File: src/rtl/fwd_pkg.sv
// Package: shared select encoding and sizing for the operand bypass controller.
// Assumes a two-bit select per operand; code 3 is reserved and never driven.
package fwd_pkg;

    typedef enum logic [1:0] {
        SEL_RF  = 2'b00,   // register-file read value
        SEL_WB  = 2'b01,   // write-back final result
        SEL_MEM = 2'b10,   // memory-stage ALU result
        SEL_RSV = 2'b11    // reserved, treated as register file
    } fwd_sel_e;

    localparam int unsigned NUM_OPERANDS = 2;

endpackage

File: src/rtl/fwd_match.sv
// Module: fwd_match
// Decides whether one older pipeline stage produces the register that one
// execute-stage source reads. Assumes register 0 is hardwired to zero, so a
// write that names it is never a producer.
module fwd_match #(
    parameter int unsigned IDX_W = 5
) (
    input  logic [IDX_W-1:0] src,
    input  logic [IDX_W-1:0] dst,
    input  logic             we,
    output logic             hit
);

    logic dst_live;
    logic same_reg;

    // Purpose: qualify the destination, then compare it with the source.
    always_comb begin
        dst_live = we && (dst != '0);
        same_reg = (dst == src);
        hit      = dst_live && same_reg;
    end

    // Purpose: a zero source can never be reported as produced.
    always_comb begin
        p_zero_src_r5: assert (!(hit && (src == '0)))
            else $error("zero register reported as forwarded");
    end

endmodule

File: src/rtl/fwd_select.sv
// Module: fwd_select
// Chooses the bypass source for one ALU operand from the two older stages.
// Assumes the memory stage holds the younger producer, so it wins ties.
module fwd_select
    import fwd_pkg::*;
#(
    parameter int unsigned IDX_W = 5
) (
    input  logic [IDX_W-1:0] src,
    input  logic [IDX_W-1:0] mem_dst,
    input  logic             mem_we,
    input  logic [IDX_W-1:0] wb_dst,
    input  logic             wb_we,
    output fwd_sel_e         sel
);

    logic mem_hit;
    logic wb_hit;

    fwd_match #(.IDX_W(IDX_W)) i_mem_match (
        .src (src),
        .dst (mem_dst),
        .we  (mem_we),
        .hit (mem_hit)
    );

    fwd_match #(.IDX_W(IDX_W)) i_wb_match (
        .src (src),
        .dst (wb_dst),
        .we  (wb_we),
        .hit (wb_hit)
    );

    // Purpose: priority pick, youngest producer first.
    always_comb begin
        if (mem_hit)     sel = SEL_MEM;
        else if (wb_hit) sel = SEL_WB;
        else             sel = SEL_RF;
    end

    // Purpose: guard the priority and the encoding against regressions.
    always_comb begin
        p_wb_yields_r4: assert (!(sel == SEL_WB && mem_dst == src && mem_we && src != '0))
            else $error("write-back chosen over matching memory stage");
        p_never_rsv_r7: assert (sel != SEL_RSV)
            else $error("reserved select code driven");
        p_idle_stage_r6: assert (!(sel != SEL_RF && !mem_we && !wb_we))
            else $error("forward without any writing stage");
    end

endmodule

File: src/rtl/fwd_opmux.sv
// Module: fwd_opmux
// Three-way operand multiplexer steered by a bypass select code.
// Assumes the reserved code falls back to the register-file value.
module fwd_opmux
    import fwd_pkg::*;
#(
    parameter int unsigned DATA_W = 32
) (
    input  fwd_sel_e          sel,
    input  logic [DATA_W-1:0] rf_val,
    input  logic [DATA_W-1:0] mem_val,
    input  logic [DATA_W-1:0] wb_val,
    output logic [DATA_W-1:0] opnd
);

    // Purpose: route the selected source onto the ALU operand.
    always_comb begin
        unique case (sel)
            SEL_MEM: opnd = mem_val;
            SEL_WB:  opnd = wb_val;
            default: opnd = rf_val;
        endcase
    end

endmodule

File: src/rtl/fwd_bypass_unit.sv
// Module: fwd_bypass_unit (top)
// Execute-stage operand bypass controller with its two operand multiplexers.
// Assumes a purely combinational path settling inside the execute cycle and
// a write-back value that is already the final (load or ALU) result.
module fwd_bypass_unit
    import fwd_pkg::*;
#(
    parameter int unsigned NUM_REGS = 32,
    parameter int unsigned DATA_W   = 32,
    localparam int unsigned IDX_W   = $clog2(NUM_REGS)
) (
    input  logic [IDX_W-1:0]  ex_src_a,
    input  logic [IDX_W-1:0]  ex_src_b,
    input  logic [IDX_W-1:0]  mem_dst,
    input  logic              mem_we,
    input  logic [IDX_W-1:0]  wb_dst,
    input  logic              wb_we,
    input  logic [DATA_W-1:0] rf_a,
    input  logic [DATA_W-1:0] rf_b,
    input  logic [DATA_W-1:0] mem_alu_res,
    input  logic [DATA_W-1:0] wb_result,
    output logic [1:0]        sel_a,
    output logic [1:0]        sel_b,
    output logic [DATA_W-1:0] opnd_a,
    output logic [DATA_W-1:0] opnd_b
);

    logic [IDX_W-1:0]  src_v  [NUM_OPERANDS];
    logic [DATA_W-1:0] rf_v   [NUM_OPERANDS];
    logic [DATA_W-1:0] opnd_v [NUM_OPERANDS];
    fwd_sel_e          sel_v  [NUM_OPERANDS];

    assign src_v[0] = ex_src_a;
    assign src_v[1] = ex_src_b;
    assign rf_v[0]  = rf_a;
    assign rf_v[1]  = rf_b;

    // One selector and one multiplexer per operand, decided independently.
    for (genvar g = 0; g < NUM_OPERANDS; g++) begin : g_opnd
        fwd_select #(.IDX_W(IDX_W)) i_select (
            .src     (src_v[g]),
            .mem_dst (mem_dst),
            .mem_we  (mem_we),
            .wb_dst  (wb_dst),
            .wb_we   (wb_we),
            .sel     (sel_v[g])
        );

        fwd_opmux #(.DATA_W(DATA_W)) i_mux (
            .sel     (sel_v[g]),
            .rf_val  (rf_v[g]),
            .mem_val (mem_alu_res),
            .wb_val  (wb_result),
            .opnd    (opnd_v[g])
        );
    end

    assign sel_a  = sel_v[0];
    assign sel_b  = sel_v[1];
    assign opnd_a = opnd_v[0];
    assign opnd_b = opnd_v[1];

    // Purpose: the operand follows the select that the selector reported.
    always_comb begin
        p_mem_path_r1: assert (!(sel_a == 2'b10) || opnd_a == mem_alu_res)
            else $error("operand A ignores memory-stage select");
        p_mem_path_r2: assert (!(sel_b == 2'b10) || opnd_b == mem_alu_res)
            else $error("operand B ignores memory-stage select");
        p_wb_path_r3: assert (!(sel_a == 2'b01) || opnd_a == wb_result)
            else $error("operand A ignores write-back select");
        p_rf_path_r7: assert (!(sel_b == 2'b00) || opnd_b == rf_b)
            else $error("operand B ignores register-file select");
    end

endmodule

File: config.mk
export PLATFORM = sky130hd
export DESIGN_NAME = fwd_bypass_unit
export DESIGN_NICKNAME = d
export VERILOG_FILES = /design/src/rtl/fwd_pkg.sv /design/src/rtl/fwd_match.sv /design/src/rtl/fwd_select.sv /design/src/rtl/fwd_opmux.sv /design/src/rtl/fwd_bypass_unit.sv
export SDC_FILE = /design/constraint.sdc
export NUM_CORES = 1
export LEC_CHECK = 0
export BUFFER_PORTS_ARGS = -buffer_cell sky130_fd_sc_hd__buf_4
export CORE_MARGIN = 4
export CORE_UTILIZATION = 40
export DETAILED_ROUTE_END_ITERATION = 8
export PLACE_DENSITY = 0.81
export SYNTH_ARGS = -nofsm -noshare
export SYNTH_HDL_FRONTEND = slang
export SYNTH_SLANG_ARGS = --single-unit
File: constraint.sdc
create_clock -name vclk -period 4.1
set_input_delay 0.205 -clock vclk [all_inputs]
set_output_delay 0.205 -clock vclk [all_outputs]
set_load 0.005 [all_outputs]
## After elaboration in Yosys (flattened, before gate mapping)

Index checks and enable logic that the tools add are counted.

| cells by class | value |
|---|---|
| add/subtract/negate cells | 0 |
| multipliers | 0 |
| divide/modulo/power cells | 0 |
| $lt $le $gt $ge | 0 |
| equal/unequal tests | 8 |
| shift-type cells | 0 |
| multiplexer cells | 6 |
| bitwise logic cells | 0 |
| reduce and logical (&&, ||, !) cells | 8 |

Operators with widths:

| kind | count |
|---|---|
| $pmux 32 s2 | 2 |
| $eq 5x5->1 | 4 |
| $reduce_bool 5->1 | 2 |
| $logic_and 1x1->1 | 6 |
| $eq 2x1->1 const B | 2 |
| $eq 2x2->1 const B | 2 |
| $mux 2 | 2 |
| $mux 1 | 2 |

| word-level totals | value |
|---|---|
| register bits | 0 |
| latch bits | 0 |
| bits in writable memories | 0 |
| memory bits (read-only) | 0 |
| input bits | 150 |
| output and inout port bits | 68 |
| word-level logic and storage cells | 22 |
| memories | 0 |

## Depth between registers and ports, before layout

Gate-level depths: netlist (run 1).

| depth | value |
|---|---|
| depth after elaboration | 7 |
| mapped depth | 6 |
| depth with buffers taken out | 5 |

## By module

A second synthesis (run 1) with hierarchy kept.

| second synthesis, totals | value |
|---|---|
| cells, all modules | 270 |
| area total of the unflattened synthesis | 1621.6 um^2 |

By module, submodules not included:

| module | instances | cells each | area an instance (um^2) | sequential area each (um^2) |
|---|---|---|---|---|
| fwd_opmux | 2 | 113 | 636.9 | 0.0 |
| fwd_match | 4 | 10 | 76.3 | 0.0 |
| fwd_select | 2 | 2 | 21.3 | 0.0 |

## Least setup slack after synthesis (run 1)

No wires, ideal clock.

| timing path | value |
|---|---|
| path kind | input to output |
| start | input mem_dst[4] |
| end | output sel_b[0] |
| arrival time | 1529 ps |
| required time | 3895 ps |
| path slack | 2366 ps |
| stages | 6 |
| path buffers | 1 |
| cells stage by stage | or4_4 > o211ai_2 > or2_1 > buf_2 > inv_2 > nor4_2 |

| between the ends | value |
|---|---|
| longest elaborated chain between the ends | 4 |
| elaborated cells between the ends (all ways) | 5 |
| those cells by class | eq/ne (1); mux (1); reduce/logical (3) |

Ends and longest elaborated chain:

| item | RTL line | RTL |
|---|---|---|
| from (decl) | fwd_bypass_unit.sv:14 | `input logic [IDX_W-1:0] mem_dst,` |
| $reduce_bool 5->1 | fwd_match.sv:19 | `dst_live = we && (dst != '0);` |
| $logic_and 1x1->1 | fwd_match.sv:19 |  |
| $logic_and 1x1->1 (*) | fwd_match.sv:21 | `hit = dst_live && same_reg;` |
| net g_opnd[1].i_select.i_mem_match.hit | fwd_match.sv:11 | `output logic hit` |
| $mux 2 (*) | fwd_select.sv:36 | `if (mem_hit) sel = SEL_MEM;` |
| to (decl) | fwd_bypass_unit.sv:23 | `output logic [1:0] sel_b,` |

Mark *: on every way through the listed nets, which the timed path passes. The rest lies on a longest branch.

## Final worst setup path (run 1)

| timing path | value |
|---|---|
| start | input mem_dst[4] |
| end | output opnd_b[11] |

| between the ends | value |
|---|---|
| longest elaborated chain between the ends | 6 |
| elaborated cells between the ends (all ways) | 8 |
| those cells by class | eq/ne (3); mux (2); reduce/logical (3) |

Ends and longest elaborated chain:

| item | RTL line | RTL |
|---|---|---|
| $reduce_bool 5->1 | fwd_match.sv:19 |  |
| $logic_and 1x1->1 | fwd_match.sv:19 |  |
| $logic_and 1x1->1 (*) | fwd_match.sv:21 |  |
| $mux 2 (*) | fwd_select.sv:36 |  |
| $eq 2x1->1 / $eq 2x2->1 (equally long branches) | fwd_opmux.sv:18 | `unique case (sel)` |
| $pmux 32 s2 (*) | fwd_opmux.sv:18 |  |
| to (decl) | fwd_bypass_unit.sv:25 | `output logic [DATA_W-1:0] opnd_b` |

Mark *: on every way between the ends. The rest lies on a longest branch, timed or not.

==> flow_metrics.py, run 1 <==
metrics = {
    "power_and_ir_drop": {
        "leakage_nw": 1.59,
        "vdd_drop_max_mv": 0.120,
        "p_per_area_nw_per_um2": 125,
    },
    "route": {
        "drt-wirelength-per-cell_um": 20.3,
        "vias_per_cell": 6.71,
        "dr.first_iter.drc_count": 481,
        "vias": 4728,
        "drc_errors": 0,
        "totalWireLength_um": 14300,
        "dr.pass1.iters": 6,
        "ant_nets": 0,
    },
    "floorplanning": {
        "io_pins": 218,
        "initial_core_util": 0.409,
        "die_w_um": 88.4,
        "die_area_um2": 7810,
        "fp.dieH_um": 88.4,
        "coreArea_um2": 6310,
        "rows": 29,
    },
    "setup_path": {
        "crit_buf_inv": 4,
        "crit_chain": "buf_4, or4_4, o211ai_2, buf_4, or2_1, buf_4, a31oi_1, buf_4",
        "arrival_ps": 2620,
        "cp_max_fo": 33,
        "slowest_delay_ps": 540,
        "cp_slowest_cell": "or4_4",
        "critPathRequiredTime_ps": 3890,
        "crit_top_cell": "buf_4",
        "worstSetupStartpointType": "input pin",
        "cp_top_family": "simple AND/OR/NAND/NOR gates",
        "critPathCaptureType": "output port",
        "critPathKind": "input pin to output port",
    },
    "cells_and_area": {
        "drive_gt1_frac": 0.403,
        "register_area_um2": 0,
        "fin_cells": 705,
        "areaGrowthSynthToFinish_pct": 63.6,
        "design.seq.count": 0,
        "n_antenna_cell": 0,
        "n_clock_buffer": 0,
        "design_area_um2": 4230,
        "final_util": 0.670,
        "n_fill_cell": 576,
        "fin_nets": 780,
    },
    "timing": {
        "finalMaxSlewViolations": 0,
        "tightest_slew_ps": 1310,
        "period_minus_slack_ps": 2830,
        "setup_tns_ps": 0,
        "slew_headroom": 0.125,
        "finalCritPeriodShare": 0.690,
        "final-setup-viol-count": 0,
        "fmax_ghz": 0.354,
        "rsz0062_at_grt": "false",
        "hold_viol": 0,
    },
    "synthesis": {
        "synth.area.top_cells": "o31ai_1, nor4_1, a31oi_1",
        "syn_area_um2": 2580,
        "synthTopCellsByCount": "nand2_1, nor4_1, a31oi_1, nor3_1, o31ai_1",
        "synthCells": 464,
        "yosys_warnings": 0,
        "synth_top_area_frac": 0.186,
        "synth_top_area_cell": "o31ai_1",
        "syn_area_per_cell_um2": 5.57,
        "synth.most_common_cell": "nand2_1",
        "ys_types": 22,
        "yosysSeqAreaShare": 0,
        "synthesis.nets": 614,
    },
    "grt": {
        "grt_pass1_vias": 4311,
        "track_usage": 0.336,
        "grt_pass1_wl_um": 21400,
        "grt_max_degree": 36,
        "grt_overflow": 0,
        "antenna_found_initial": 0,
    },
    "run_status": {
        "status": "finished clean",
    },
    "place": {
        "io_buffers": 218,
        "dp_cells": 705,
        "placed_area_um2": 4230,
        "dp_hpwl_um": 10100,
        "place_congestion": 0.889,
    },
    "job": {
        "cap_violations": 0,
    },
    "clock_network": {
        "cts_resized": 0,
        "holdBufCountCts": 0,
        "postCtsSetupRepairBufs": 0,
    },
    "worst_hold_path": {
        "hp-class": "input pin to output port",
    },
}
[path summary, 6_finish.rpt]
path  startpoint          to  slack, ps  depth (start not counted)
max   mem_dst[4]  opnd_b[11]       1270                          8
min     rf_a[26]  opnd_a[26]        780                          4
[placed cells by master (no fill, tap or decap), drive strengths merged]
cell type | Yosys | routed
xor2 | 10 | 10
nor3 | 64 | 64
or4 | 1 | 1
nor4 | 67 | 67
xnor2 | 10 | 10
nand2 | 96 | 96
o211ai | 2 | 2
nand4 | 2 | 2
a211oi | 2 | 2
o31ai | 64 | 64
a21bo | 1 | 1
or3 | 2 | 2
a31oi | 64 | 64
or2 | 4 | 4
buf | 15 | 236
inv | 3 | 3
[metal layers]
metal	track usage	vias up	share of wire
met3	0.0559	65	0.12
li1	-	2120	-
met5	0	-	0
met4	0.129	0	0.040
met2	0.563	395	0.46
met1	0.430	2148	0.38
[kinds of logic (layout without fill, tap and decap cells)]
logic type                Yosys count  after routing  share of synthesized area
AOI/OAI and AO/OA                 133            133                      0.360
xor gates and xnor gates           20             20                     0.0678
and+or+nand+nor                   236            236                      0.454
buffers and inverters              75            239                      0.118
[area by class of cell]
class | instances | area (um2) | area share
Inverter | 3 | 11.3 | 0.00266
Multi-Input combinational cell | 389 | 2350 | 0.556
Tap cell | 77 | 96.3 | 0.0228
Timing Repair Buffer | 236 | 1770 | 0.419
[through the flow]
step / total power, mW / setup WS (ps) / hold slack, ps
floorplan: 0.246 / 2370 / 540
global placement: 0.507 / 1440 / 776
detailed placement: 0.517 / 1350 / 778
CTS: 0.518 / 1340 / 778
global route: 0.562 / 1220 / 795
finish: 0.530 / 1270 / 775
[power breakdown]
| group | switching (mW) | internal [mW] | total (mW) |
|---|---|---|---|
| Sequential | 0 | 0 | 0 |
| Clock | 0 | 0 | 0 |
| Combinational | 0.300 | 0.229 | 0.530 |
| Total | 0.300 | 0.229 | 0.530 |
(Power assumes the default switching activity.)
==> run 2, diff against run 1 <==
ABC_AREA = 1   (was unset)
CORE_UTILIZATION = 33   (was 40)
PLACE_DENSITY = 0.79   (was 0.81)
clock period = 2.5 ns   (was 4.1 ns; I/O delays follow)
==> flow_metrics.py, run 2 <==
metrics = {
    "synthesis": {
        "ys_types": 17,
        "yosys_warnings": 0,
        "synth.area.top_cells": "nand3_1, nand2_1, buf_6",
        "synthesis.nets": 540,
        "synthTopCellsByCount": "nand3_1, nand2_1, buf_2",
        "synth_top_area_frac": 0.489,
        "synth_top_area_cell": "nand3_1",
        "syn_area_per_cell_um2": 5.09,
        "synth.most_common_cell": "nand3_1",
        "synthCells": 390,
        "yosysSeqAreaShare": 0,
        "syn_area_um2": 1990,
    },
    "grt": {
        "use_met2": 0.478,
        "top_usage_layer": "met2",
        "antenna_found_initial": 0,
        "grt_max_degree": 65,
        "use_met3": 0.0307,
        "use_met1": 0.310,
        "grt_pass1_vias": 3154,
        "track_usage": 0.254,
        "grt_overflow": 0,
        "grt_pass1_wl_um": 15600,
    },
    "floorplanning": {
        "die_w_um": 85.6,
        "fp.dieH_um": 85.6,
        "rows": 27,
        "die_area_um2": 7330,
        "coreArea_um2": 5680,
        "initial_core_util": 0.350,
        "io_pins": 218,
    },
    "route": {
        "drc_errors": 0,
        "drt-wirelength-per-cell_um": 16.2,
        "vias_per_cell": 5.49,
        "ant_nets": 0,
        "dr.first_iter.drc_count": 237,
        "totalWireLength_um": 10500,
        "dr.pass1.iters": 5,
        "vias": 3564,
    },
    "cells_and_area": {
        "register_area_um2": 0,
        "fin_nets": 729,
        "final_common_cell": "buf_4",
        "mostFrequentLayoutCells": "buf_4, nand3_1, nand2_1",
        "n_antenna_cell": 0,
        "areaGrowthSynthToFinish_pct": 75.1,
        "design.seq.count": 0,
        "n_clock_buffer": 0,
        "fin_cells": 649,
        "design_area_um2": 3480,
        "drive_gt1_frac": 0.418,
    },
    "power_and_ir_drop": {
        "netSwitchingFraction": 0.416,
        "p_per_area_nw_per_um2": 155,
        "switching_power_mw": 0.225,
        "vdd_drop_max_mv": 0.102,
        "combPwrFrac": 1.000,
        "power_mw": 0.540,
        "internal_power_mw": 0.315,
        "clkPwrFrac": 0,
        "leakage_nw": 1.87,
        "p_seq_frac": 0,
    },
    "timing": {
        "period_minus_slack_ps": 1800,
        "setup_tns_ps": 0,
        "finalMaxSlewViolations": 0,
        "final-setup-viol-count": 0,
        "finalCritPeriodShare": 0.722,
        "fmax_ghz": 0.554,
        "whs_ps": 548,
        "tightest_slew_ps": 790,
        "hold_viol": 0,
        "slew_headroom": 0.472,
        "rsz0062_at_grt": "false",
    },
    "place": {
        "placed_area_um2": 3480,
        "place_congestion": 0.926,
        "dp_cells": 649,
        "io_buffers": 218,
        "dp_hpwl_um": 8080,
    },
    "setup_path": {
        "crit_chain": "buf_4, inv_1, nand2_1, nand2_1, nor2_1, nand3_2, nor2_4, nand3_1, nand3_1, buf_4",
        "cp_max_fo": 32,
        "critPathKind": "input pin to output port",
        "worstSetupStartpointType": "input pin",
        "cp_slowest_cell": "nor2_4",
        "critPathCaptureType": "output port",
        "critPathRequiredTime_ps": 2380,
        "slowest_delay_ps": 620,
        "arrival_ps": 1680,
    },
    "run_status": {
        "status": "finished clean",
    },
    "job": {
        "cap_violations": 0,
    },
    "clock_network": {
        "postCtsSetupRepairBufs": 0,
        "holdBufCountCts": 0,
        "cts_resized": 0,
    },
    "worst_hold_path": {
        "hp-class": "input pin to output port",
    },
}
[run 2: critical path, delay by kind of cell]
family	cells	cell delay [ps]
AND/OR/NAND/NOR	7	1290
buffers and inverters	3	270
[run 2: worst paths after layout]
kind | from | end | cells past startpoint
worst min-delay path | mem_alu_res[27] | opnd_a[27] | 4
worst max-delay path | wb_dst[2] | opnd_b[11] | 10
[run 2: power by group through the flow]
stage | clock network (mW) | logic, mW | registers (mW)
floorplan | 0 | 0.190 | 0
global placement | 0 | 0.533 | 0
detailed placement | 0 | 0.537 | 0
CTS | 0 | 0.540 | 0
global route | 0 | 0.587 | 0
finish | 0 | 0.540 | 0
[run 2: layout make-up]
type / instances / area, um2
inverter: 17 / 63.8
fill: 575 / 2200
timing repair buffer: 222 / 1670
multi-input combinational: 338 / 1660
tap: 72 / 90.1
[run 2: cells by family after synthesis]
logic type,share of synthesized area
and+or+nand+nor,0.781
buffers and inverters,0.166
xor gates and xnor gates,0.0529
[run 2: through the flow]
step / setup slack, ps / utilization
final: 696 / 0.613
after CTS: 726 / 0.613
after floorplan: 1350 / -
after global routing: 516 / 0.613
after global placement: 735 / 0.613
after detailed placement: 725 / 0.613
[run 2: layer usage]
layer | wire (um) | part of all wire
met5 | 0 | 0
met4 | 279 | 0.026
met3 | 1170 | 0.11
met2 | 5250 | 0.50
met1 | 3840 | 0.36
==> run 3, diff against run 2 <==
CORE_AREA = 4 4 82 84   (was unset)
CORE_MARGIN = unset   (was 4)
CORE_UTILIZATION = unset   (was 33)
DIE_AREA = 0 0 86 88   (was unset)
PLACE_DENSITY = 0.76   (was 0.79)
clock period = 1.8 ns   (was 2.5 ns; I/O delays follow)
==> flow_metrics.py, run 3 (same netlist as run 2, synthesis figures left out) <==
metrics = {
    "run_status": {
        "status": "finished clean",
    },
    "timing": {
        "finalMaxSlewViolations": 0,
        "slew_headroom": 0.721,
        "rsz0062_at_grt": "false",
        "hold_viol": 0,
        "tightest_slew_ps": 418,
        "whs_ps": 473,
        "period_minus_slack_ps": 1640,
        "fmax_ghz": 0.610,
        "finalCritPeriodShare": 0.911,
        "final-setup-viol-count": 0,
        "setup_tns_ps": 0,
    },
    "setup_path": {
        "worstSetupStartpointType": "input pin",
        "cp_slowest_cell": "nand3_4",
        "critPathRequiredTime_ps": 1710,
        "critPathCaptureType": "output port",
        "cp_max_fo": 33,
        "critPathKind": "input pin to output port",
        "slowest_delay_ps": 350,
        "arrival_ps": 1550,
        "startpoint": "wb_dst[4]",
        "crit_chain": "buf_4, xnor2_1, and2b_1, nand3_4, nand3_1, nand3_1, buf_4",
    },
    "grt": {
        "track_usage": 0.251,
        "grt_pass1_wl_um": 15800,
        "grt_overflow": 0,
        "grt_max_degree": 42,
        "antenna_found_initial": 0,
        "grt_pass1_vias": 3359,
    },
    "route": {
        "ant_nets": 0,
        "drc_errors": 0,
        "vias": 3543,
        "totalWireLength_um": 10400,
        "dr.pass1.iters": 7,
        "dr.first_iter.drc_count": 185,
        "drt-wirelength-per-cell_um": 15.8,
        "vias_per_cell": 5.38,
    },
    "clock_network": {
        "holdBufCountCts": 0,
        "postCtsSetupRepairBufs": 0,
        "cts_resized": 0,
    },
    "floorplanning": {
        "die_w_um": 86,
        "initial_core_util": 0.336,
        "fp.dieH_um": 88,
        "io_pins": 218,
        "rows": 28,
        "coreArea_um2": 5920,
        "die_area_um2": 7570,
    },
    "cells_and_area": {
        "design_area_um2": 3580,
        "design.seq.count": 0,
        "fin_cells": 659,
        "fin_nets": 736,
        "register_area_um2": 0,
        "n_antenna_cell": 0,
        "drive_gt1_frac": 0.425,
        "mostFrequentLayoutCells": "buf_4, nand3_1, nand2_1",
        "areaGrowthSynthToFinish_pct": 80.4,
        "final_common_cell": "buf_4",
        "n_fill_cell": 586,
        "n_clock_buffer": 0,
    },
    "place": {
        "place_congestion": 0.878,
        "dp_cells": 659,
        "dp_hpwl_um": 8350,
        "io_buffers": 218,
        "placed_area_um2": 3580,
    },
    "power_and_ir_drop": {
        "vdd_drop_max_mv": 0.121,
        "p_per_area_nw_per_um2": 211,
        "leakage_nw": 1.92,
    },
    "worst_hold_path": {
        "hp-class": "input pin to output port",
        "hp-start": "mem_alu_res[26]",
    },
    "job": {
        "cap_violations": 0,
    },
}
## run 3: cell types whose count changed in the layout (fill, tap and decap cells not counted)
cell    change
buf_12      +4
buf_4       +3
## run 3: path summary, 6_finish.rpt
check,cells past startpoint,slack [ps],to
min,4,470,opnd_a[26]
max,7,160,opnd_a[15]
## run 3: cell type report
cell class | count | area [um2] | share of cell area
Inverter | 17 | 63.8 | 0.0178
Tap cell | 75 | 93.8 | 0.0262
Multi-Input combinational cell | 338 | 1660 | 0.462
Timing Repair Buffer | 229 | 1770 | 0.494
## run 3: routing by layer
layer / global-route usage / up-vias / routed length [um]
li1: - / 1710 / -
met1: 0.301 / 1577 / 3910
met2: 0.469 / 230 / 5150
met3: 0.0433 / 26 / 1090
met4: 0.0504 / 0 / 267
met5: 0 / - / 0
## run 3: where the power goes
group	switching (mW)	internal [mW]	leakage (nW)
registers	0	0	0
logic	0.311	0.445	1.92
clock network	0	0	0
total	0.311	0.445	1.92
## run 3: through the flow
step / utilization / worst slack (ps) / power (mW)
final: 0.605 / 160 / 0.756
after global routing: 0.605 / 46.5 / 0.826
after CTS: 0.605 / 183 / 0.759
after detailed placement: 0.605 / 182 / 0.756
after global placement: 0.605 / 235 / 0.746
after floorplan: - / 719 / 0.264
## run 3: worst max-delay path: cells and delay by family
kind | cells | cell delay [ps]
xor+xnor | 1 | 260
buf+inv | 2 | 290
simple gates | 4 | 900
